### src/rtl/fbseq_pkg.sv
package fbseq_pkg;
  localparam int CODE_W   = 3;
  localparam int MAX_CODE = 4;
  localparam int LEN_W    = MAX_CODE + 1;
  localparam int THR_W    = 3;
  localparam int NUM_BUF  = 2;
  localparam int SEL_W    = 3;

  typedef enum logic [SEL_W-1:0] {
    SEL_CTRL  = 3'd0,
    SEL_BASE0 = 3'd1,
    SEL_CEIL0 = 3'd2,
    SEL_BASE1 = 3'd3,
    SEL_CEIL1 = 3'd4
  } reg_sel_e;

  typedef struct packed {
    logic [THR_W-1:0]  thresh;
    logic [CODE_W-1:0] code;
    logic              dual;
  } ctrl_t;

  function automatic logic [LEN_W-1:0] burst_words(input logic [CODE_W-1:0] code);
    if (code >= CODE_W'(MAX_CODE)) return LEN_W'(1) << MAX_CODE;
    return LEN_W'(1) << code;
  endfunction
endpackage

### src/rtl/fbseq_regs.sv
module fbseq_regs
  import fbseq_pkg::*;
#(
  parameter int ADDR_W = 32
) (
  input  logic              clk_i,
  input  logic              rst_ni,
  input  logic              we_i,
  input  logic [SEL_W-1:0]  sel_i,
  input  logic [ADDR_W-1:0] wdata_i,
  output ctrl_t             ctrl_o,
  output logic [ADDR_W-1:0] base_o [NUM_BUF],
  output logic [ADDR_W-1:0] ceil_o [NUM_BUF]
);
  ctrl_t ctrl_q;

  always_ff @(posedge clk_i or negedge rst_ni) begin
    if (!rst_ni) ctrl_q <= '0;
    else if (we_i && sel_i == SEL_CTRL) begin
      ctrl_q.dual   <= wdata_i[0];
      ctrl_q.code   <= wdata_i[6:4];
      ctrl_q.thresh <= wdata_i[10:8];
    end
  end
  assign ctrl_o = ctrl_q;

  for (genvar i = 0; i < NUM_BUF; i++) begin : g_region
    localparam logic [SEL_W-1:0] BaseSel = SEL_W'(1 + 2 * i);
    localparam logic [SEL_W-1:0] CeilSel = SEL_W'(2 + 2 * i);
    logic [ADDR_W-1:0] base_q, ceil_q;

    always_ff @(posedge clk_i or negedge rst_ni) begin
      if (!rst_ni) begin
        base_q <= '0;
        ceil_q <= '0;
      end else if (we_i) begin
        if (sel_i == BaseSel) base_q <= wdata_i;
        if (sel_i == CeilSel) ceil_q <= wdata_i;
      end
    end
    assign base_o[i] = base_q;
    assign ceil_o[i] = ceil_q;
  end
endmodule

### src/rtl/fbseq_addr_gen.sv
module fbseq_addr_gen
  import fbseq_pkg::*;
#(
  parameter int ADDR_W = 32,
  parameter int FREE_W = 6
) (
  input  logic               clk_i,
  input  logic               rst_ni,
  input  logic               en_i,
  input  ctrl_t              ctrl_i,
  input  logic [ADDR_W-1:0]  base_i [NUM_BUF],
  input  logic [ADDR_W-1:0]  ceil_i [NUM_BUF],
  input  logic [FREE_W-1:0]  fifo_free_i,
  input  logic               ack_i,
  output logic               req_valid_o,
  output logic [ADDR_W-1:0]  req_addr_o,
  output logic [LEN_W-1:0]   req_len_o,
  output logic [NUM_BUF-1:0] eof_o,
  output logic               running_o
);
  logic              running_q, region_q, valid_q, last_q;
  logic [ADDR_W-1:0] cur_addr_q, cur_ceil_q, addr_q;
  logic [LEN_W-1:0]  len_q;
  logic [NUM_BUF-1:0] eof_q;

  logic [LEN_W-1:0]  bw, nxt_len;
  logic [ADDR_W-1:0] rem_words;
  logic              fits, room, nxt_region;

  always_comb begin
    bw         = burst_words(ctrl_i.code);
    rem_words  = (cur_ceil_q - cur_addr_q + ADDR_W'(1)) >> 2;
    fits       = rem_words <= ADDR_W'(bw);
    nxt_len    = fits ? rem_words[LEN_W-1:0] : bw;
    room       = ADDR_W'(fifo_free_i) >= ADDR_W'(bw);
    nxt_region = ctrl_i.dual ? ~region_q : 1'b0;
  end

  always_ff @(posedge clk_i or negedge rst_ni) begin
    if (!rst_ni) begin
      running_q  <= 1'b0;
      region_q   <= 1'b0;
      valid_q    <= 1'b0;
      last_q     <= 1'b0;
      cur_addr_q <= '0;
      cur_ceil_q <= '0;
      addr_q     <= '0;
      len_q      <= '0;
      eof_q      <= '0;
    end else begin
      eof_q <= '0;
      if (!en_i) begin
        running_q <= 1'b0;
        valid_q   <= 1'b0;
        region_q  <= 1'b0;
      end else if (!running_q) begin
        // region start: snapshot the programmed bounds
        running_q  <= 1'b1;
        region_q   <= 1'b0;
        cur_addr_q <= base_i[0];
        cur_ceil_q <= ceil_i[0];
      end else if (valid_q) begin
        if (ack_i) begin
          valid_q <= 1'b0;
          if (last_q) begin
            eof_q[region_q] <= 1'b1;
            region_q   <= nxt_region;
            cur_addr_q <= base_i[nxt_region];
            cur_ceil_q <= ceil_i[nxt_region];
          end else begin
            cur_addr_q <= cur_addr_q + (ADDR_W'(len_q) << 2);
          end
        end
      end else if (room) begin
        valid_q <= 1'b1;
        addr_q  <= cur_addr_q;
        len_q   <= nxt_len;
        last_q  <= fits;
      end
    end
  end

  assign req_valid_o = valid_q;
  assign req_addr_o  = addr_q;
  assign req_len_o   = len_q;
  assign eof_o       = eof_q;
  assign running_o   = running_q;
endmodule

### src/rtl/fbseq_ufl_det.sv
module fbseq_ufl_det (
  input  logic clk_i,
  input  logic rst_ni,
  input  logic active_i,
  input  logic empty_i,
  output logic pulse_o
);
  logic empty_q, pulse_q;

  always_ff @(posedge clk_i or negedge rst_ni) begin
    if (!rst_ni) begin
      empty_q <= 1'b0;
      pulse_q <= 1'b0;
    end else begin
      empty_q <= empty_i;
      pulse_q <= active_i & empty_i & ~empty_q;
    end
  end
  assign pulse_o = pulse_q;
endmodule

### src/rtl/dual_fb_dma_seq.sv
module dual_fb_dma_seq
  import fbseq_pkg::*;
#(
  parameter int ADDR_W = 32,
  parameter int FREE_W = 6
) (
  input  logic              clk_i,
  input  logic              rst_ni,
  input  logic              reg_we_i,
  input  logic [SEL_W-1:0]  reg_sel_i,
  input  logic [ADDR_W-1:0] reg_wdata_i,
  input  logic              raster_en_i,
  input  logic [FREE_W-1:0] fifo_free_i,
  input  logic              fifo_empty_i,
  input  logic              req_ack_i,
  output logic              req_valid_o,
  output logic [ADDR_W-1:0] req_addr_o,
  output logic [LEN_W-1:0]  req_len_o,
  output logic              eof0_o,
  output logic              eof1_o,
  output logic              underflow_o,
  output logic [THR_W-1:0]  fifo_thresh_o
);
  ctrl_t              ctrl;
  logic [ADDR_W-1:0]  base [NUM_BUF];
  logic [ADDR_W-1:0]  ceil [NUM_BUF];
  logic [NUM_BUF-1:0] eof;
  logic               running;

  fbseq_regs #(.ADDR_W(ADDR_W)) u_regs (
    .clk_i, .rst_ni,
    .we_i    (reg_we_i),
    .sel_i   (reg_sel_i),
    .wdata_i (reg_wdata_i),
    .ctrl_o  (ctrl),
    .base_o  (base),
    .ceil_o  (ceil)
  );

  fbseq_addr_gen #(.ADDR_W(ADDR_W), .FREE_W(FREE_W)) u_gen (
    .clk_i, .rst_ni,
    .en_i        (raster_en_i),
    .ctrl_i      (ctrl),
    .base_i      (base),
    .ceil_i      (ceil),
    .fifo_free_i (fifo_free_i),
    .ack_i       (req_ack_i),
    .req_valid_o (req_valid_o),
    .req_addr_o  (req_addr_o),
    .req_len_o   (req_len_o),
    .eof_o       (eof),
    .running_o   (running)
  );

  fbseq_ufl_det u_ufl (
    .clk_i, .rst_ni,
    .active_i (running & raster_en_i),
    .empty_i  (fifo_empty_i),
    .pulse_o  (underflow_o)
  );

  assign eof0_o        = eof[0];
  assign eof1_o        = eof[1];
  assign fifo_thresh_o = ctrl.thresh;
endmodule

### config.mk
export PLATFORM = sky130hd
export DESIGN_NAME = dual_fb_dma_seq
export DESIGN_NICKNAME = d
export VERILOG_FILES = /design/src/rtl/fbseq_pkg.sv /design/src/rtl/fbseq_regs.sv /design/src/rtl/fbseq_addr_gen.sv /design/src/rtl/fbseq_ufl_det.sv /design/src/rtl/dual_fb_dma_seq.sv
export SDC_FILE = /design/constraint.sdc
export NUM_CORES = 1
export LEC_CHECK = 0
export ABC_AREA = 0
export BUFFER_PORTS_ARGS = -buffer_cell sky130_fd_sc_hd__buf_2
export CAP_MARGIN = 20
export CORE_UTILIZATION = 40
export DETAILED_ROUTE_END_ITERATION = 16
export GPL_ROUTABILITY_DRIVEN = 0
export PLACE_DENSITY_LB_ADDON = 0.2
export SLEW_MARGIN = 30
export SYNTH_ARGS = -nofsm -noshare
export SYNTH_HDL_FRONTEND = slang
export SYNTH_HIERARCHICAL = 1
export SYNTH_SLANG_ARGS = --single-unit
### constraint.sdc
create_clock -name clk_i -period 8.5 [get_ports clk_i]
set_input_delay 1.275 -clock clk_i [delete_from_list [all_inputs] [get_ports clk_i]]
set_output_delay 1.275 -clock clk_i [all_outputs]
set_load 0.02 [all_outputs]
==> out/metrics.yaml <==
grt:
  antenna_found_initial: 0
  first_global_vias: 9987
  grt.total_usage: 0.213
  grt_max_degree: 122
  grt_first_pass_wirelength_um: 57000
  grt.overflow.total: 0
critical_path:
  rrSetupSlack_ps: 3840
  path_cells: "ha_1 -> or3b_4 -> fa_1 -> nand2b_1 -> nand2b_1 -> a21oi_1 -> xor2_1 -> inv_1 -> ha_1 -> and4_1 -> a21oi_1 -> a22oi_1 -> o2111ai_1 -> nor3_1 -> nand4_1 -> or4_1 -> o21a_4 -> a221o_1"
  cp_max_fo: 8
  r2r-start: "u_gen/cur_addr_q[1]"
  crit_slowest_cell: "or4_1"
  critPathMaxStageDelay_ps: 680
  cp-end-kind: "flop"
  path_class: "reg -> reg"
  arrival_ps: 5080
  r2r_cells: 18
  startpoint_type: "flop"
  crit_required_ps: 8920
  reg2reg_to: "u_gen/req_len_o[1]"
timing:
  rsz0062_at_grt: "no"
  relSlewSlack: 0.506
  tns_ps: 0
  max_freq_ghz: 0.215
  tightest_slew_ps: 722
  fin_crit_sh: 0.548
  hold_viol: 0
  drv_slew: 0
  finalCriticalPeriod_ps: 4660
  finalSetupViolCount: 0
  skew_ps: 19.5
logic_synthesis:
  synth-seq-cells: 244
  syn_inst: 1322
  synth_top_cell_area_share: 0.450
  yosysWarnings: 6
  synth_top_area_cell: "dfrtp_1"
  yosysSeqAreaShare: 0.450
  synth-edff-count: 0
  synth.area.top_cells: "dfrtp_1 45%, ha_1 6.8%, mux2_4 6.7%"
  ys.flop_type: "dfrtp_1"
  ys_async_sr_fraction: 1.00
  syn_area_per_cell_um2: 10.3
  ys_types: 80
  synth_fp_nets: 1445
  syn-cell-area_um2: 13600
floorplanning:
  initial_utilization: 0.406
  io_pins: 91
  die_area_um2: 34700
  row_count: 67
  core_region_area_um2: 33400
  die_w_um: 186
  dieHeight_um: 186
power:
  power.density_nw_per_um2: 332
  leakage_nw: 6.89
  max-vdd-ir-drop_v: 0.000165
min_path:
  hold_depth: 2
  min_from: "u_gen/req_addr_o[23]"
  min_to: "u_gen/req_addr_o[23]"
  worstHoldPathType: "reg -> reg"
clock_network:
  post_cts_buffers: 0
  cts_resized: 0
  ctsHoldBuffers: 0
  clkTransAtPathRegs_ps: 60
  numCtsBuffers: 27
  root_buffer: "clkbuf_16"
  h-tree-depth: 1
  cts.sinks: 244
  cts_max_path_buffers: 3
  cts_tree: "done"
  worstSkewPairLatency_ps: 550
drt:
  drt_iter0_markers: 786
  vias: 10320
  vias_per_cell: 5.58
  post_drt_wl_per_cell_um: 19.8
  dr.pass1.iters: 5
  drc: 0
  finalWirelength_um: 36600
  postRouteAntennaNets: 0
cells_and_area:
  drive_gt1_frac: 0.222
  stdcell_count: 1851
  antennaDiodeCount: 0
  area_delta_synth_final_pct: 12.9
  nets: 1507
  final_util: 0.458
placement:
  hpwl_um: 25700
  io_buffers: 90
  placed_cells_incl_taps: 1801
run_status:
  status: "complete, no violations"
flow_run:
  maxCapViolations: 0
==> layout by cell type (no fill, tap or decap), types with 10 or more instances in the layout <==
cell type / n
dfrtp_1: 244
nand2_1: 173
o21ai_0: 92
buf_2: 89
nor2_1: 76
mux2_2: 76
ha_1: 74
a21oi_1: 72
mux2_4: 61
inv_1: 57
a31oi_1: 39
clkbuf_16: 27
nand3_1: 24
o22ai_1: 24
nor3_1: 17
nand4_1: 17
buf_4: 16
o21a_1: 15
mux2i_1: 11
xnor2_1: 10
a21o_1: 10
o221ai_1: 10
==> how the worst max path moves through the flow <==
stage                   startpoint            endpoint  cells past startpoint
2_1_floorplan  u_gen/cur_addr_q[1]  u_gen/req_len_o[1]                     19
3_3_place_gp   u_gen/cur_addr_q[1]  u_gen/req_len_o[0]                     18
3_5_place_dp   u_gen/cur_addr_q[1]  u_gen/req_len_o[1]                     18
4_1_cts        u_gen/cur_addr_q[1]  u_gen/req_len_o[1]                     18
5_1_grt        u_gen/cur_addr_q[1]  u_gen/req_len_o[0]                     18
6_report       u_gen/cur_addr_q[1]  u_gen/req_len_o[1]                     18
==> logic make-up (layout without fill, tap and decap cells) <==
logic type / count (synthesis) / in the layout / synth area share
mux: 150 / 150 / 0.140
simple gates: 367 / 367 / 0.124
xor+xnor: 15 / 15 / 0.00967
compound gates: 337 / 337 / 0.159
buf+inv: 133 / 214 / 0.0468
flops: 244 / 244 / 0.450
fa+ha+maj: 76 / 76 / 0.0711
==> layer usage <==
| layer | track usage | routed length, um |
|---|---|---|
| met4 | 0.0482 | 747 |
| met3 | 0.0267 | 2020 |
| met2 | 0.318 | 15600 |
| met5 | 0 | 0 |
| met1 | 0.325 | 18200 |
==> layout make-up <==
type | instances | area (um^2)
Sequential cell | 244 | 6110
Inverter | 57 | 214
Multi-Input combinational cell | 945 | 6910
Timing Repair Buffer | 109 | 647
Fill cell | 3132 | 18100
Tap cell | 448 | 561
Clock inverter | 11 | 134
Clock buffer | 37 | 763
==> sequential cells by signal (all words and copies together), names as in the netlist <==
signal and count:
u_ufl/empty_q 1, u_regs/g_region.ceil_q 64, u_gen/cur_addr_q 32, u_gen/running_o 1, u_gen/req_valid_o 1, u_gen/region_q 1
u_gen/eof_o 2, u_gen/last_q 1, u_gen/req_addr_o 32, u_gen/cur_ceil_q 32, u_regs/ctrl_o 7, u_regs/g_region.base_q 64
u_ufl/pulse_o 1, u_gen/req_len_o 5
==> metrics by stage <==
stage | setup slack [ps] | instance area [um^2] | power [mW] | hold WS (ps)
2_1_floorplan | 4280 | 13600 | 3.24 | 456
3_3_place_gp | 3940 | 14400 | 3.85 | 459
3_5_place_dp | 3830 | 14400 | 3.87 | 465
4_1_cts | 3830 | 15300 | 5.09 | 479
5_1_grt | 3570 | 15300 | 5.43 | 495
6_report | 3840 | 15300 | 5.08 | 474
==> cell usage after synthesis, drive strengths merged, types with 8 or more instances <==
cell type / number
nor2: 78
nor2b: 9
nand2b: 9
a21o: 10
nand3: 26
nand2: 174
clkbuf: 57
inv: 57
ha: 74
dfrtp: 244
a31oi: 39
a21oi: 72
o21a: 16
mux2: 139
buf: 19
mux2i: 11
nor3: 17
o21ai: 93
o221ai: 10
o22ai: 24
nand4: 17
xnor2: 10
o211ai: 8
==> where the power goes <==
group	internal, mW	switching (mW)	total (mW)
clock network	0.716	0.484	1.20
registers	1.45	0.219	1.67
logic	0.910	1.31	2.22
total	3.07	2.01	5.08
==> worst max-delay path: cells and delay by family, from the launching register on <==
kind	cells	cell delay [ps]
AOI/OAI and AO/OA	6	1010
xor gates and xnor gates	1	180
buffers and inverters	1	60
adders and majority gates	3	1010
and+or+nand+nor	7	1880
DFF	1	390
(Power assumes the default switching activity.)
